### config.mk
export PLATFORM = sky130hd
export DESIGN_NAME = irq_prio_core
export DESIGN_NICKNAME = d
export VERILOG_FILES = /design/src/rtl/irq_prio_pkg.sv /design/src/rtl/irq_prio_enc.sv /design/src/rtl/irq_req_latch.sv /design/src/rtl/irq_svc_track.sv /design/src/rtl/irq_prio_core.sv
export SDC_FILE = /design/constraint.sdc
export NUM_CORES = 1
export LEC_CHECK = 0
export BUFFER_PORTS_ARGS = -buffer_cell sky130_fd_sc_hd__buf_2
export CAP_MARGIN = 30
export CORE_AREA = 8 8 96 98
export DETAILED_ROUTE_END_ITERATION = 12
export DIE_AREA = 0 0 104 106
export PLACE_DENSITY = 0.45
export SYNTH_ARGS = -nofsm -noshare
export SYNTH_HDL_FRONTEND = slang
export SYNTH_SLANG_ARGS = --single-unit
### constraint.sdc
create_clock -name clk -period 2 [get_ports clk]
set_input_delay 0.1 -clock clk [delete_from_list [all_inputs] [get_ports clk]]
set_output_delay 0.1 -clock clk [all_outputs]
set_load 0.05 [all_outputs]
### src/rtl/irq_prio_pkg.sv
package irq_prio_pkg;
   localparam int unsigned DEF_LINES = 8;
   localparam int unsigned DEF_VEC_W = 8;

   function automatic bit is_pow2(input int unsigned v);
      return (v >= 2) && ((v & (v - 1)) == 0);
   endfunction
endpackage

### src/rtl/irq_prio_enc.sv
module irq_prio_enc #(
   parameter int unsigned N_LINES = 8,
   localparam int unsigned LW = $clog2(N_LINES)
) (
   input  logic [N_LINES-1:0] bits_i,
   output logic               any_o,
   output logic [LW-1:0]      top_o
);
   // later (higher) indices overwrite earlier ones: highest set bit wins
   always_comb begin
      top_o = '0;
      for (int i = 0; i < N_LINES; i++) begin
         if (bits_i[i]) top_o = LW'(i);
      end
   end
   assign any_o = |bits_i;

   always_comb begin
      if (any_o) a_top_set_r3 : assert (bits_i[top_o]);
      if (any_o) a_none_above_r3 : assert ((bits_i >> top_o) == 1);
   end
endmodule

### src/rtl/irq_req_latch.sv
module irq_req_latch #(
   parameter int unsigned N_LINES = 8
) (
   input  logic               clk,
   input  logic               rst_n,
   input  logic [N_LINES-1:0] req_in,
   input  logic [N_LINES-1:0] mask_i,
   input  logic               edge_mode_i,
   input  logic [N_LINES-1:0] ack_clr_i,
   output logic [N_LINES-1:0] pend_q
);
   logic [N_LINES-1:0] req_prev_q;
   logic [N_LINES-1:0] hit;

   genvar g;
   generate
      for (g = 0; g < N_LINES; g++) begin : g_line
         assign hit[g] = (edge_mode_i ? (req_in[g] & ~req_prev_q[g]) : req_in[g])
                         & ~mask_i[g];
      end
   endgenerate

   always_ff @(posedge clk or negedge rst_n) begin
      if (!rst_n) begin
         req_prev_q <= '0;
         pend_q     <= '0;
      end else begin
         req_prev_q <= req_in;
         pend_q     <= (pend_q & ~ack_clr_i) | hit;
      end
   end

   p_mask_blocks_r1 : assert property (@(posedge clk) disable iff (!rst_n)
      1'b1 |=> ((pend_q & ~$past(pend_q) & $past(mask_i)) == '0));

   p_edge_only_r2 : assert property (@(posedge clk) disable iff (!rst_n)
      edge_mode_i |=> ((pend_q & ~$past(pend_q)
                        & ~($past(req_in) & ~$past(req_prev_q))) == '0));
endmodule

### src/rtl/irq_svc_track.sv
module irq_svc_track #(
   parameter int unsigned N_LINES = 8,
   localparam int unsigned LW = $clog2(N_LINES)
) (
   input  logic               clk,
   input  logic               rst_n,
   input  logic [N_LINES-1:0] ack_set_i,
   input  logic [N_LINES-1:0] auto_clr_i,
   input  logic               eoi_nonspec,
   input  logic               eoi_spec,
   input  logic [LW-1:0]      eoi_line,
   output logic [N_LINES-1:0] insvc_q
);
   logic          isv_any;
   logic [LW-1:0] isv_top;
   logic [N_LINES-1:0] eoi_clr;

   irq_prio_enc #(.N_LINES(N_LINES)) u_isv_enc (
      .bits_i(insvc_q),
      .any_o (isv_any),
      .top_o (isv_top)
   );

   always_comb begin
      eoi_clr = '0;
      if (eoi_spec) eoi_clr[eoi_line] = 1'b1;
      if (eoi_nonspec && isv_any) eoi_clr[isv_top] = 1'b1;
   end

   always_ff @(posedge clk or negedge rst_n) begin
      if (!rst_n) insvc_q <= '0;
      else        insvc_q <= (insvc_q & ~eoi_clr & ~auto_clr_i) | ack_set_i;
   end

   p_ack_onehot_r5 : assert property (@(posedge clk) disable iff (!rst_n)
      $onehot0(ack_set_i));

   p_spec_eoi_r9 : assert property (@(posedge clk) disable iff (!rst_n)
      (eoi_spec && !ack_set_i[eoi_line]) |=> !insvc_q[$past(eoi_line)]);

   p_empty_eoi_r10 : assert property (@(posedge clk) disable iff (!rst_n)
      (eoi_nonspec && !eoi_spec && insvc_q == '0 && ack_set_i == '0)
      |=> insvc_q == '0);
endmodule

### src/rtl/irq_prio_core.sv
module irq_prio_core
   import irq_prio_pkg::*;
#(
   parameter int unsigned N_LINES = DEF_LINES,
   parameter int unsigned VEC_W   = DEF_VEC_W,
   localparam int unsigned LW = $clog2(N_LINES)
) (
   input  logic               clk,
   input  logic               rst_n,
   input  logic [N_LINES-1:0] req_in,
   input  logic [N_LINES-1:0] cfg_mask,
   input  logic [VEC_W-1:0]   cfg_vec_base,
   input  logic [N_LINES-1:0] cfg_cascade,
   input  logic               cfg_slave_present,
   input  logic               cfg_auto_eoi,
   input  logic               cfg_edge_mode,
   input  logic               eoi_nonspec,
   input  logic               eoi_spec,
   input  logic [LW-1:0]      eoi_line,
   input  logic               ack_stb,
   output logic               irq_out,
   output logic               vec_valid,
   output logic [VEC_W-1:0]   vec_out,
   output logic               vec_from_slave,
   output logic [N_LINES-1:0] pend_o,
   output logic [N_LINES-1:0] insvc_o
);
   generate
      if (!is_pow2(N_LINES)) begin : g_bad_lines
         $error("N_LINES must be a power of two, at least 2");
      end
      if (VEC_W <= LW) begin : g_bad_vec
         $error("VEC_W must exceed the line index width");
      end
   endgenerate

   logic          pend_any;
   logic [LW-1:0] pend_top;
   logic [N_LINES-1:0] ack_clr, ack_set, auto_clr, blk_win;
   logic          ack_take;
   logic [LW-1:0] sel_line;

   irq_req_latch #(.N_LINES(N_LINES)) u_latch (
      .clk        (clk),
      .rst_n      (rst_n),
      .req_in     (req_in),
      .mask_i     (cfg_mask),
      .edge_mode_i(cfg_edge_mode),
      .ack_clr_i  (ack_clr),
      .pend_q     (pend_o)
   );

   irq_prio_enc #(.N_LINES(N_LINES)) u_pend_enc (
      .bits_i(pend_o),
      .any_o (pend_any),
      .top_o (pend_top)
   );

   irq_svc_track #(.N_LINES(N_LINES)) u_svc (
      .clk        (clk),
      .rst_n      (rst_n),
      .ack_set_i  (ack_set),
      .auto_clr_i (auto_clr),
      .eoi_nonspec(eoi_nonspec),
      .eoi_spec   (eoi_spec),
      .eoi_line   (eoi_line),
      .insvc_q    (insvc_o)
   );

   // window of in-service positions that block the top pending line
   genvar g;
   generate
      for (g = 0; g < N_LINES; g++) begin : g_win
         assign blk_win[g] = (LW'(g) >= pend_top);
      end
   endgenerate

   assign irq_out  = pend_any && ((insvc_o & blk_win) == '0);
   assign ack_take = ack_stb && pend_any;
   assign sel_line = pend_any ? pend_top : {LW{1'b1}};

   always_comb begin
      ack_clr = '0;
      if (ack_take) ack_clr[pend_top] = 1'b1;
   end
   assign ack_set  = cfg_auto_eoi ? '0 : ack_clr;
   assign auto_clr = cfg_auto_eoi ? ack_clr : '0;

   always_ff @(posedge clk or negedge rst_n) begin
      if (!rst_n) begin
         vec_valid      <= 1'b0;
         vec_out        <= '0;
         vec_from_slave <= 1'b0;
      end else begin
         vec_valid      <= ack_stb;
         vec_from_slave <= 1'b0;
         if (ack_stb) begin
            if (ack_take && cfg_slave_present && cfg_cascade[pend_top]) begin
               vec_from_slave <= 1'b1;
               vec_out        <= '0;
            end else begin
               vec_out <= {cfg_vec_base[VEC_W-1:LW], sel_line};
            end
         end
      end
   end

   p_irq_needs_pend_r4 : assert property (@(posedge clk) disable iff (!rst_n)
      irq_out |-> pend_any);

   p_vec_latency_r7 : assert property (@(posedge clk) disable iff (!rst_n)
      ack_stb |=> vec_valid);

   p_vec_quiet_r7 : assert property (@(posedge clk) disable iff (!rst_n)
      !ack_stb |=> !vec_valid);

   p_slave_zero_r8 : assert property (@(posedge clk) disable iff (!rst_n)
      vec_from_slave |-> (vec_valid && vec_out == '0));

   p_ack_moves_r5 : assert property (@(posedge clk) disable iff (!rst_n)
      (ack_take && !cfg_auto_eoi && !eoi_spec && !eoi_nonspec)
      |=> insvc_o[$past(pend_top)]);
endmodule

## After elaboration in Yosys (flattened, before gate mapping)

Index checks and enable logic that the tools add are counted.

- Register bits: 34
- Word-level logic and storage cells: 112
- Input bits: 43

- Muxes and demuxes: 39
- Bitwise gates (word level): 42
- Reductions and logical operators: 11
- $lt $le $gt $ge: 14

Operators by type and width:

| cell | count |
|---|---|
| $mux W8 | 6 |
| $mux W3 | 11 |
| $and A8 B8 Y8 | 4 |
| $not A8 Y8 | 3 |
| $or A8 B8 Y8 | 3 |
| $and A1 B1 Y1 | 16 |
| $mux W1 | 16 |
| $not A1 Y1 | 16 |
| $reduce_or A8 Y1 | 2 |
| $ge A3 B3 Y1 const A | 4 |
| $lt A3 B4 Y1 const B | 3 |
| $demux W1 S3 | 3 |
| $ge A3 B1 Y1 const B | 3 |
| $logic_and A1 B1 Y1 | 8 |
| $logic_not A8 Y1 | 1 |
| $ge A1 B3 Y1 const A | 2 |
| $ge A2 B3 Y1 const A | 2 |
| $mux W2 | 2 |
| $bmux W1 S3 | 1 |

## Depth between registers and ports, before layout

Gate-level depths: netlist of the first run.

- Word-level depth: 17
- Depth in mapped cells: 6
- Mapped depth without buffers: 6

## Hierarchy

From an unflattened synthesis of the first run, not the netlist that was laid out.

- Cell total of the unflattened synthesis: 203
- Area, all modules: 1861.8 um^2

By module, submodules not included:

| module | instances | seq. area each (um^2) | area an instance (um^2) | cells each |
|---|---|---|---|---|
| irq_prio_core | 1 | 250.2 | 696.9 | 83 |
| irq_req_latch | 1 | 400.4 | 581.8 | 49 |
| irq_svc_track | 1 | 200.2 | 450.4 | 47 |
| irq_prio_enc | 2 | 0.0 | 66.3 | 12 |

## Worst setup path after synthesis of the first run

No wires, ideal clock.

- Kind: register to output
- From: reg u_latch.pend_q[3]
- To: out irq_out
- Arrival: 2.587 ns
- Required time: 1.900 ns
- Stages on the path, launching flop included: 6
- Path slack: -0.687 ns
- Cells stage by stage: dfrtp_1 -> or2_4 -> nor3_1 -> a311oi_1 -> o211ai_1 -> a211oi_1

- Cells in the longest elaborated chain, start to end: 9
- Elaborated cells between the ends (all ways): 17

Ends and longest elaborated chain:

| what | RTL line | text |
|---|---|---|
| start, declared | irq_req_latch.sv:10 | `output logic [N_LINES-1:0] pend_q` |
| start signal, assigned | irq_req_latch.sv:29 | `pend_q <= (pend_q & ~ack_clr_i) \| hit;` |
| $mux W2 | irq_prio_enc.sv:13 | `if (bits_i[i]) top_o = LW'(i);` |
| $mux W3 (4 in series) | irq_prio_enc.sv:13 |  |
| $ge A1 B3 Y1, or another cell as far along | irq_prio_core.sv:74 | `assign blk_win[g] = (LW'(g) >= pend_top);` |
| $and A8 B8 Y8 | irq_prio_core.sv:78 | `assign irq_out = pend_any && ((insvc_o & blk_win) == '0);` |
| $logic_not A8 Y1 | irq_prio_core.sv:78 |  |
| $logic_and A1 B1 Y1 * | irq_prio_core.sv:78 |  |
| end, declared | irq_prio_core.sv:21 | `output logic irq_out,` |

Every way passes the cells marked *; elsewhere a longest branch is shown, timed or not.

## Worst setup path in the final report of the first run

- From: reg u_latch.pend_q[3]
- To: reg u_latch.pend_q[0]

- Cells in the longest elaborated chain, start to end: 13
- Elaborated cells between the ends (all ways): 16

Ends and longest elaborated chain:

| what | RTL line | text |
|---|---|---|
| $mux W2 | irq_prio_enc.sv:13 |  |
| $mux W3 (4 in series) | irq_prio_enc.sv:13 |  |
| $lt A3 B4 Y1 (not written as such) / $ge A3 B1 Y1 (equally long branches) | irq_prio_core.sv:84 | `if (ack_take) ack_clr[pend_top] = 1'b1;` |
| $logic_and A1 B1 Y1 (not written as such) | irq_prio_core.sv:84 |  |
| $mux W1 (not written as such) | irq_prio_core.sv:84 |  |
| $demux W1 S3 | irq_prio_core.sv:84 |  |
| $mux W8 * | irq_prio_core.sv:84 |  |
| $not A8 Y8 * | irq_req_latch.sv:29 |  |
| $and A8 B8 Y8 * | irq_req_latch.sv:29 |  |
| $or A8 B8 Y8 * | irq_req_latch.sv:29 |  |

Marked as above.
A chain may end at the register's enable or synchronous reset.

==> flow_metrics.py, run 1 <==
metrics = {
    "worst_setup_path": {
        "path_class": "reg -> reg",
        "critPathSlowestCell": "dfrtp_2",
        "path_buf_inv": 1,
        "worstPathRequired_ns": 2.18,
        "crit_arrival_ns": 2.10,
        "r2r-start": "u_latch.pend_q[3]$_DFF_PN0_",
        "cp_max_fo": 6,
        "path_cells": "or2_4 > a311oi_4 > buf_4 > nand3_2 > or3_4 > a32o_1",
        "end_kind": "flip-flop",
        "critPathMaxStageDelay_ns": 0.44,
        "startpoint": "u_latch.pend_q[3]$_DFF_PN0_",
        "startpoint_type": "flip-flop",
        "crit_family": "simple AND/OR/NAND/NOR gates",
    },
    "yosys": {
        "ys_top_cells_by_area": "dfrtp_1, nand2_1, a32o_1, inv_1, a22o_1",
        "syn-instance-count": 169,
        "synth.top_cells.by_count": "dfrtp_1, nand2_1, inv_1",
        "synth.net_count": 212,
        "syn_area_per_cell_um2": 10.1,
        "synth_top_area_share_pct": 50.0,
        "synth.cell_area_um2": 1700,
        "yosysMostFrequentCell": "dfrtp_1",
        "yosys_warnings": 0,
        "ys.flop_type": "dfrtp_1",
        "synthArstFlopShare_pct": 100,
        "ys_types": 45,
        "synth-edff-count": 0,
        "synth.ff_latch_count": 34,
        "yosysTopAreaCell": "dfrtp_1",
        "seq_area_frac_synth_pct": 50.0,
    },
    "finish": {
        "area_delta_synth_final_pct": 50.0,
        "fin_nets": 313,
        "diodes": 0,
        "final_cells": 376,
        "drive_above_1_share_pct": 44.3,
        "fill_cells": 868,
        "final_area_um2": 2550,
    },
    "timing": {
        "hold_viol_final": 0,
        "max-slew-margin-rel_pct": 47.6,
        "setup_viol": 0,
        "rsz0062_at_grt": "true",
        "worstMarginPinSlew_ns": 0.785,
        "period_needed_ns": 1.92,
        "finalWorstSetupSlack_ns": 0.0764,
        "finClkSkew_ns": 0.00664,
        "finalCritPeriodShare_pct": 96.2,
        "max_freq_mhz": 520,
        "fin_tns_setup_ns": 0,
        "finalMaxSlewViolations": 0,
    },
    "drt": {
        "wl_mm": 5.62,
        "antenna_left": 0,
        "drt-pass1-iter-count": 4,
        "vias": 1690,
        "vias_per_cell": 4.49,
        "wire_per_inst_um": 14.9,
        "drc": 0,
        "first_iter_violations": 45,
    },
    "floorplanning": {
        "rows": 33,
        "ios": 70,
        "core_area_um2": 7850,
        "start_util_pct": 21.7,
        "dieArea_um2": 11000,
        "die-width_um": 104,
        "die_h_um": 106,
    },
    "placed_design": {
        "place_hpwl_mm": 4.54,
        "finalWeightedCongestion": 0.804,
        "dp_cells": 353,
        "placed_area_um2": 2290,
        "io_buffers": 66,
        "post-place-ws_ns": 0.0297,
    },
    "cts": {
        "clock_latency_ns": 0.28,
        "clockBufferDepth": 2,
        "clock_sinks": 34,
        "cts_buffers": 5,
        "htreeDepth": 2,
        "cts_tree": "done",
        "root_buffer": "clkbuf_8",
        "clk_pin_slew_ns": 0.07,
    },
    "flow_run": {
        "maxCapViolCount": 0,
    },
    "global_routing": {
        "grt_antenna_before_repair": 0,
        "grt_max_degree": 35,
        "overflow": 0,
        "first_global_vias": 1854,
        "grt_use_total_pct": 10.5,
        "grt_pass1_wl_mm": 9.43,
    },
    "pwr": {
        "power_density_nw_per_um2": 970,
        "leakage_nw": 1.21,
        "vdd_drop_max_mv": 0.451,
    },
    "status": {
        "status": "completed",
    },
    "worst_hold_path": {
        "hp-class": "in -> reg",
        "worstHoldStart": "cfg_vec_base[7]",
    },
}
==> sequential cells by signal, summed over array words and instances, names as in the netlist <==
name and count:
vec_valid 1, u_latch.req_prev_q 8, vec_from_slave 1, vec_out 8
u_svc.insvc_q 8, u_latch.pend_q 8
==> final cells by class <==
class                      count  area (µm²)  share of cell area [%]
clock buffer                   7        86.3                    3.38
clock inverter                 1        5.00                   0.196
inverter                      17        63.8                    2.50
multi-input combinational    116         823                    32.2
sequential                    34         860                    33.7
tap                          105         131                    5.14
timing repair buffer          96         584                    22.9
==> where the power goes <==
part | switching [mW] | internal (mW)
Clock | 0.253 | 0.278
Sequential | 0.100 | 0.786
Combinational | 0.696 | 0.364
Total | 1.05 | 1.43
==> per-stage QoR <==
stage | hold WS [ns] | total power, mW | utilization, %
4_1_cts | 0.0221 | 2.47 | 31.8
3_5_place_dp | 0.224 | 1.90 | 29.2
5_1_grt | 0.0315 | 2.63 | 32.6
6_report | 0.0315 | 2.48 | 32.6
2_1_floorplan | -0.196 | 1.56 | -
3_3_place_gp | 0.223 | 1.89 | 29.2
==> final timing paths <==
path | endpoint | slack [ns] | cells after the start
max | u_latch.pend_q[0]$_DFF_PN0_ | 0.08 | 6
min | vec_out[7]$_DFFE_PN0P_ | 0.03 | 2
max reg2reg | u_latch.pend_q[0]$_DFF_PN0_ | 0.08 | 6
min reg2reg | vec_out[6]$_DFFE_PN0P_ | 0.51 | 1
max in group asynchronous | u_latch.pend_q[6]$_DFF_PN0_ | 1.01 | 2
min in group asynchronous | u_latch.pend_q[0]$_DFF_PN0_ | 0.44 | 2
==> what timing repair did <==
action | 4_1_cts | 5_1_grt
endpoints found under the setup margin | 1 | 14
setup buffers | 1 | 5
pin swaps | 1 | 4
resized for setup | 6 | 6
endpoints found under the hold margin | 42 | 0
hold buffers | 9 | 0
==> metal layers <==
metal | track usage, % | vias to the layer above | wire [µm]
met5 | 0 | - | 0
met2 | 17.2 | 45 | 2700
li1 | - | 824 | -
met4 | 2.48 | 0 | 55
met1 | 13.3 | 816 | 2610
met3 | 3.02 | 5 | 262
==> worst reg2reg max path, stage by stage, from the launching register on <==
cell and delay (ns):
dfrtp_2 0.44, or2_4 0.28, a311oi_4 0.26, buf_4 0.18, nand3_2 0.08, or3_4 0.36
a32o_1 0.21
==> cells by family (layout without fill, tap and decap cells) <==
group	after synthesis	in the layout	synth area share (%)
mux	3	3	1.76
buf+inv	19	121	4.26
flops	34	34	50.0
simple gates	63	63	20.0
compound gates	50	50	24.0
==> cells in the final DEF (no fill, tap or decap), types with 2 or more instances in the layout <==
cell type	count
clkbuf_8	6
mux2i_1	3
a21oi_1	5
nor3_1	3
o221ai_1	4
buf_2	65
nand2_1	26
a211oi_4	2
nor2_1	5
a22o_1	5
dfrtp_2	7
o21ai_0	7
o2111ai_1	4
dfrtp_1	27
nand3_1	3
or3_1	2
dlygate4sd3_1	9
buf_4	21
inv_2	2
o211ai_1	2
nand2b_1	6
a32o_1	7
o21ai_1	2
inv_1	14
or2_2	2
No activity file was read; power rests on OpenSTA's default activity.
==> run 2: changes to the inputs <==
Settings changed: CORE_AREA 8 8 96 98 to 2 2 93 95, DIE_AREA 0 0 104 106 to 0 0 95 97, GPL_TIMING_DRIVEN from default to 0, SYNTH_HIERARCHICAL from default to 1.
==> flow_metrics.py, run 2 <==
metrics = {
    "floorplanning": {
        "rows": 33,
        "die_h_um": 97,
        "start_util_pct": 22.9,
        "die-width_um": 95,
        "core_area_um2": 8130,
        "ios": 70,
        "dieArea_um2": 9220,
    },
    "placed_design": {
        "post-place-ws_ns": -0.0968,
        "place_hpwl_mm": 4.24,
        "dp_cells": 373,
        "io_buffers": 65,
        "finalWeightedCongestion": 0.839,
    },
    "cts": {
        "clock_sinks": 34,
        "cts_buffers": 5,
        "clockBufferDepth": 2,
        "htreeDepth": 2,
        "cts_tree": "done",
        "clk_pin_slew_ns": 0.07,
        "root_buffer": "clkbuf_8",
        "clock_latency_ns": 0.28,
    },
    "status": {
        "violations": "setup timing",
        "status": "finished, violations left",
    },
    "timing": {
        "worstMarginPinSlew_ns": 0.795,
        "finalCritPeriodShare_pct": 101,
        "max-slew-margin-rel_pct": 47.0,
        "finalWorstSetupSlack_ns": -0.0240,
        "setup_viol": 1,
        "max_freq_mhz": 494,
        "hold_viol_final": 0,
        "rsz0062_at_grt": "true",
        "period_needed_ns": 2.02,
        "fin_tns_setup_ns": -0.0240,
        "finalMaxSlewViolations": 0,
        "finClkSkew_ns": 0.00610,
    },
    "worst_setup_path": {
        "startpoint_type": "flip-flop",
        "cp_max_fo": 5,
        "worstPathRequired_ns": 1.90,
        "crit_arrival_ns": 1.92,
        "path_class": "reg -> out",
        "end_kind": "output pin",
    },
    "pwr": {
        "power_density_nw_per_um2": 1280,
        "leakage_nw": 1.29,
        "vdd_drop_max_mv": 0.589,
    },
    "yosys": {
        "synth.cell_area_um2": 1860,
        "syn_area_per_cell_um2": 9.17,
        "ys.flop_type": "dfrtp_1",
        "yosysTopAreaCell": "dfrtp_1",
        "syn-instance-count": 203,
        "synth-edff-count": 0,
        "synth_top_area_share_pct": 45.7,
        "synth.net_count": 246,
        "yosysMostFrequentCell": "dfrtp_1",
        "ys_types": 39,
        "synth.top_cells.by_count": "dfrtp_1, inv_1, nor2_1",
        "synth.ff_latch_count": 34,
        "ys_top_cells_by_area": "dfrtp_1, inv_1, mux2i_1, nor2_1, a32o_1",
        "seq_area_frac_synth_pct": 45.7,
        "yosys_warnings": 6,
        "synthArstFlopShare_pct": 100,
    },
    "flow_run": {
        "maxCapViolCount": 0,
    },
    "drt": {
        "drt-pass1-iter-count": 4,
        "vias": 1859,
        "antenna_left": 0,
        "vias_per_cell": 4.57,
        "wire_per_inst_um": 14.4,
        "drc": 0,
        "wl_mm": 5.87,
        "first_iter_violations": 53,
    },
    "global_routing": {
        "overflow": 0,
        "grt_use_total_pct": 12.7,
        "grt_max_degree": 35,
        "first_global_vias": 1900,
        "grt_antenna_before_repair": 0,
        "grt_pass1_wl_mm": 9.29,
    },
    "finish": {
        "final_common_cell": "buf_2",
        "diodes": 0,
        "final_cells": 407,
        "fin_nets": 344,
        "area_delta_synth_final_pct": 56.2,
        "final_cell_mix": "buf_2, inv_1, dfrtp_1",
        "drive_above_1_share_pct": 49.3,
    },
    "worst_hold_path": {
        "hp-class": "in -> reg",
    },
}
## run 2: cell count changes in the layout (fill, tap and decap cells not counted), sizes merged, moves of 7 or more
| cell | change |
|---|---|
| inv | +15 |
| nor2 | +18 |
| nor3 | +7 |
| nand2 | -13 |
| nand4 | +7 |
| and2 | +8 |
## run 2: kinds of logic (layout without fill, tap and decap cells)
| logic type | Yosys count | in the layout | share of synthesized area [%] |
|---|---|---|---|
| multiplexers | 9 | 9 | 4.84 |
| AND/OR/NAND/NOR | 85 | 85 | 23.7 |
| buffers and inverters | 38 | 137 | 9.14 |
| AO/OA/AOI/OAI | 37 | 37 | 16.6 |
| flip-flops | 34 | 34 | 45.7 |
## run 2: layer usage
layer	GRT usage, %	wire length [µm]	vias to the layer above
met3	3.12	316	8
met2	20.2	2810	50
li1	-	-	913
met5	0	0	-
met4	3.46	73	0
met1	17.0	2670	888
## run 2: path summary, 6_finish.rpt
check / to / slack [ns] / depth (start not counted) / startpoint
min in group asynchronous: u_latch/req_prev_q[0]$_DFF_PN0_ / 0.43 / 2 / rst_n
worst min register to register: vec_out[6]$_DFFE_PN0P_ / 0.53 / 2 / vec_out[6]$_DFFE_PN0P_
worst max register to register: vec_out[6]$_DFFE_PN0P_ / 0 / 8 / u_latch/pend_q[4]$_DFF_PN0_
worst min-delay path: vec_out[6]$_DFFE_PN0P_ / 0.07 / 3 / cfg_vec_base[6]
max in group asynchronous: u_latch/pend_q[6]$_DFF_PN0_ / 1.02 / 2 / rst_n
worst max-delay path: irq_out / -0.02 / 7 / u_latch/pend_q[4]$_DFF_PN0_
## run 2: area by class of cell
type / instances / area, µm²
buffer: 7 / 60.1
clock buffer: 7 / 86.3
clock inverter: 1 / 5.00
fill: 850 / 5230
inverter: 31 / 119
multi-input combinational: 131 / 1070
sequential: 34 / 863
tap: 105 / 131
timing repair buffer: 91 / 571
## run 2: timing repair
item / CTS / global route
setup buffers: 8 / 7
setup endpoints to repair: 8 / 19
cloned: 0 / 1
resized for setup: 8 / 56
pin swaps: 2 / 17
hold endpoints to repair: 43 / 0
hold buffers: 10 / 0
## run 2: power breakdown
| group | leakage (nW) | switching (mW) | internal, mW | total (mW) |
|---|---|---|---|---|
| logic | 0.859 | 1.30 | 0.837 | 2.13 |
| clock network | 0.0482 | 0.255 | 0.278 | 0.533 |
| registers | 0.387 | 0.206 | 0.838 | 1.04 |
| total | 1.29 | 1.76 | 1.95 | 3.71 |
## run 2: metrics by stage
stage	util [%]	cell area (µm²)	hold slack (ns)	power (mW)
finish	35.8	2910	0.0699	3.71
global route	35.8	2910	0.0964	3.94
detailed placement	29.0	2360	0.227	2.68
floorplan	-	1900	-0.196	2.22
CTS	32.5	2650	0.0550	3.41
global placement	29.0	2360	0.226	2.66
## run 2: worst max-delay path, cell delays in order (launching register included)
cell	delay, ns
dfrtp_2	0.45
o31ai_4	0.28
buf_6	0.15
nor2b_1	0.04
o21bai_1	0.11
a31oi_1	0.13
nor4b_4	0.28
buf_6	0.19
==> run 3: changes to the inputs <==
Settings changed: CORE_AREA 2 2 93 95 to 2 2 90 92, DIE_AREA 0 0 95 97 to 0 0 92 94, SYNTH_HIERARCHICAL 1 to default.
==> flow_metrics.py, run 3 (synthesis gave the netlist of run 1 again) <==
metrics = {
    "worst_setup_path": {
        "startpoint_type": "flip-flop",
        "crit_top_cell": "nand2_1",
        "path_class": "reg -> reg",
        "path_buf_inv": 0,
        "r2r-start": "u_latch.pend_q[4]$_DFF_PN0_",
        "critPathSlowestCell": "or4_4",
        "path_cells": "or4_4 > nand2_1 > nand2_1 > o2111ai_2 > a32o_2 > a22o_1",
        "end_kind": "flip-flop",
        "worstPathRequired_ns": 2.22,
        "crit_family": "simple AND/OR/NAND/NOR gates",
        "startpoint": "u_latch.pend_q[4]$_DFF_PN0_",
        "crit_arrival_ns": 2.18,
        "cp_max_fo": 7,
        "critPathMaxStageDelay_ns": 0.61,
    },
    "cts": {
        "cts_buffers": 5,
        "clockBufferDepth": 2,
        "htreeDepth": 2,
        "clk_pin_slew_ns": 0.07,
        "clock_latency_ns": 0.28,
        "clock_sinks": 34,
        "cts_tree": "done",
        "root_buffer": "clkbuf_8",
    },
    "drt": {
        "wire_per_inst_um": 14.5,
        "first_iter_violations": 63,
        "vias_per_cell": 4.56,
        "drc": 0,
        "antenna_left": 0,
        "drt-pass1-iter-count": 4,
        "vias": 1681,
        "wl_mm": 5.35,
    },
    "floorplanning": {
        "die_h_um": 94,
        "core_area_um2": 7610,
        "ios": 70,
        "start_util_pct": 22.4,
        "rows": 32,
        "dieArea_um2": 8650,
        "die-width_um": 92,
    },
    "global_routing": {
        "first_global_vias": 1668,
        "grt_max_degree": 35,
        "overflow": 0,
        "grt_pass1_wl_mm": 8.57,
        "grt_antenna_before_repair": 0,
        "grt_use_total_pct": 12.6,
    },
    "timing": {
        "finClkSkew_ns": 0.00194,
        "max-slew-margin-rel_pct": 46.8,
        "hold_viol_final": 0,
        "finalMaxSlewViolations": 0,
        "worstMarginPinSlew_ns": 0.798,
        "setup_viol": 0,
        "rsz0062_at_grt": "true",
        "period_needed_ns": 1.96,
        "finalCritPeriodShare_pct": 97.9,
        "max_freq_mhz": 511,
    },
    "pwr": {
        "leakage_nw": 1.22,
        "vdd_drop_max_mv": 0.495,
        "total_power_mw": 2.74,
        "power_density_nw_per_um2": 1050,
    },
    "worst_hold_path": {
        "hp-class": "in -> reg",
        "worstHoldStart": "cfg_vec_base[3]",
    },
    "flow_run": {
        "maxCapViolCount": 0,
    },
    "finish": {
        "drive_above_1_share_pct": 45.3,
        "final_common_cell": "buf_2",
        "final_cells": 369,
        "area_delta_synth_final_pct": 53.2,
        "diodes": 0,
        "final_cell_mix": "buf_2, dfrtp_1, nand2_1",
        "fin_nets": 309,
    },
    "placed_design": {
        "finalWeightedCongestion": 0.791,
        "io_buffers": 65,
        "dp_cells": 336,
        "place_hpwl_mm": 4.02,
    },
    "status": {
        "status": "completed",
    },
}
-- run 3: changes by cell type in the layout (fill, tap and decap cells not counted), moves of 5 or more --
| cell | delta |
|---|---|
| buf_6 | -9 |
| inv_1 | -10 |
| inv_2 | -6 |
| nand2_1 | +13 |
| nand4_1 | -7 |
| nor2_1 | -6 |
| nor2_4 | -8 |
| nor3_1 | -7 |
| o21bai_1 | -5 |
-- run 3: routing by layer --
metal / routed length, µm / GRT usage [%] / share of wire (%) / vias to the layer above
met2: 2460 / 20.2 / 46 / 56
met3: 313 / 3.05 / 5.8 / 5
li1: - / - / - / 823
met5: 0 / 0 / 0 / -
met4: 34 / 2.99 / 0.64 / 0
met1: 2550 / 17.3 / 48 / 797
-- run 3: repair_timing --
| action | 4_1_cts | 5_1_grt |
|---|---|---|
| resized for setup | 12 | 10 |
| cloned | 0 | 0 |
| hold endpoints to repair | 43 | 0 |
| hold buffers | 10 | 0 |
| setup buffers | 7 | 8 |
| setup endpoints to repair | 10 | 13 |
| pin swaps | 4 | 13 |
-- run 3: final timing paths --
| kind | endpoint | slack [ns] | cells after the start |
|---|---|---|---|
| setup / recovery | vec_out[6]$_DFFE_PN0P_ | 0.04 | 6 |
| hold / removal | vec_out[3]$_DFFE_PN0P_ | 0.03 | 2 |
| setup reg to reg | vec_out[6]$_DFFE_PN0P_ | 0.04 | 6 |
| hold reg to reg | vec_out[6]$_DFFE_PN0P_ | 0.51 | 1 |
| max in group asynchronous | u_latch.pend_q[2]$_DFF_PN0_ | 1.00 | 2 |
| min in group asynchronous | vec_out[3]$_DFFE_PN0P_ | 0.45 | 2 |
-- run 3: power by group --
part / switching (mW) / internal (mW)
clock: 0.260 / 0.532
sequential: 0.125 / 0.785
combinational: 0.675 / 0.363
total: 1.06 / 1.68
-- run 3: cell type report --
type | count | area [µm²]
fill | 829 | 5000
sequential | 34 | 860
multi-input combinational | 116 | 853
timing repair buffer | 90 | 544
tap | 102 | 128
clock buffer | 6 | 82.6
inverter | 17 | 72.6
clock inverter | 2 | 60.1
buffer | 2 | 8.76
-- run 3: per-stage QoR --
stage | TNS (ns) | hold slack, ns | utilization [%] | setup WS, ns | instance area [µm²]
floorplan | 0 | -0.196 | - | 0.0220 | 1720
global placement | -0.751 | 0.223 | 28.6 | -0.114 | 2180
finish | 0 | 0.0338 | 34.3 | 0.0423 | 2610
detailed placement | -0.894 | 0.224 | 28.6 | -0.117 | 2180
global route | -0.137 | 0.0113 | 34.3 | -0.0346 | 2610
CTS | -0.00391 | 0.0222 | 33.0 | -0.00391 | 2510
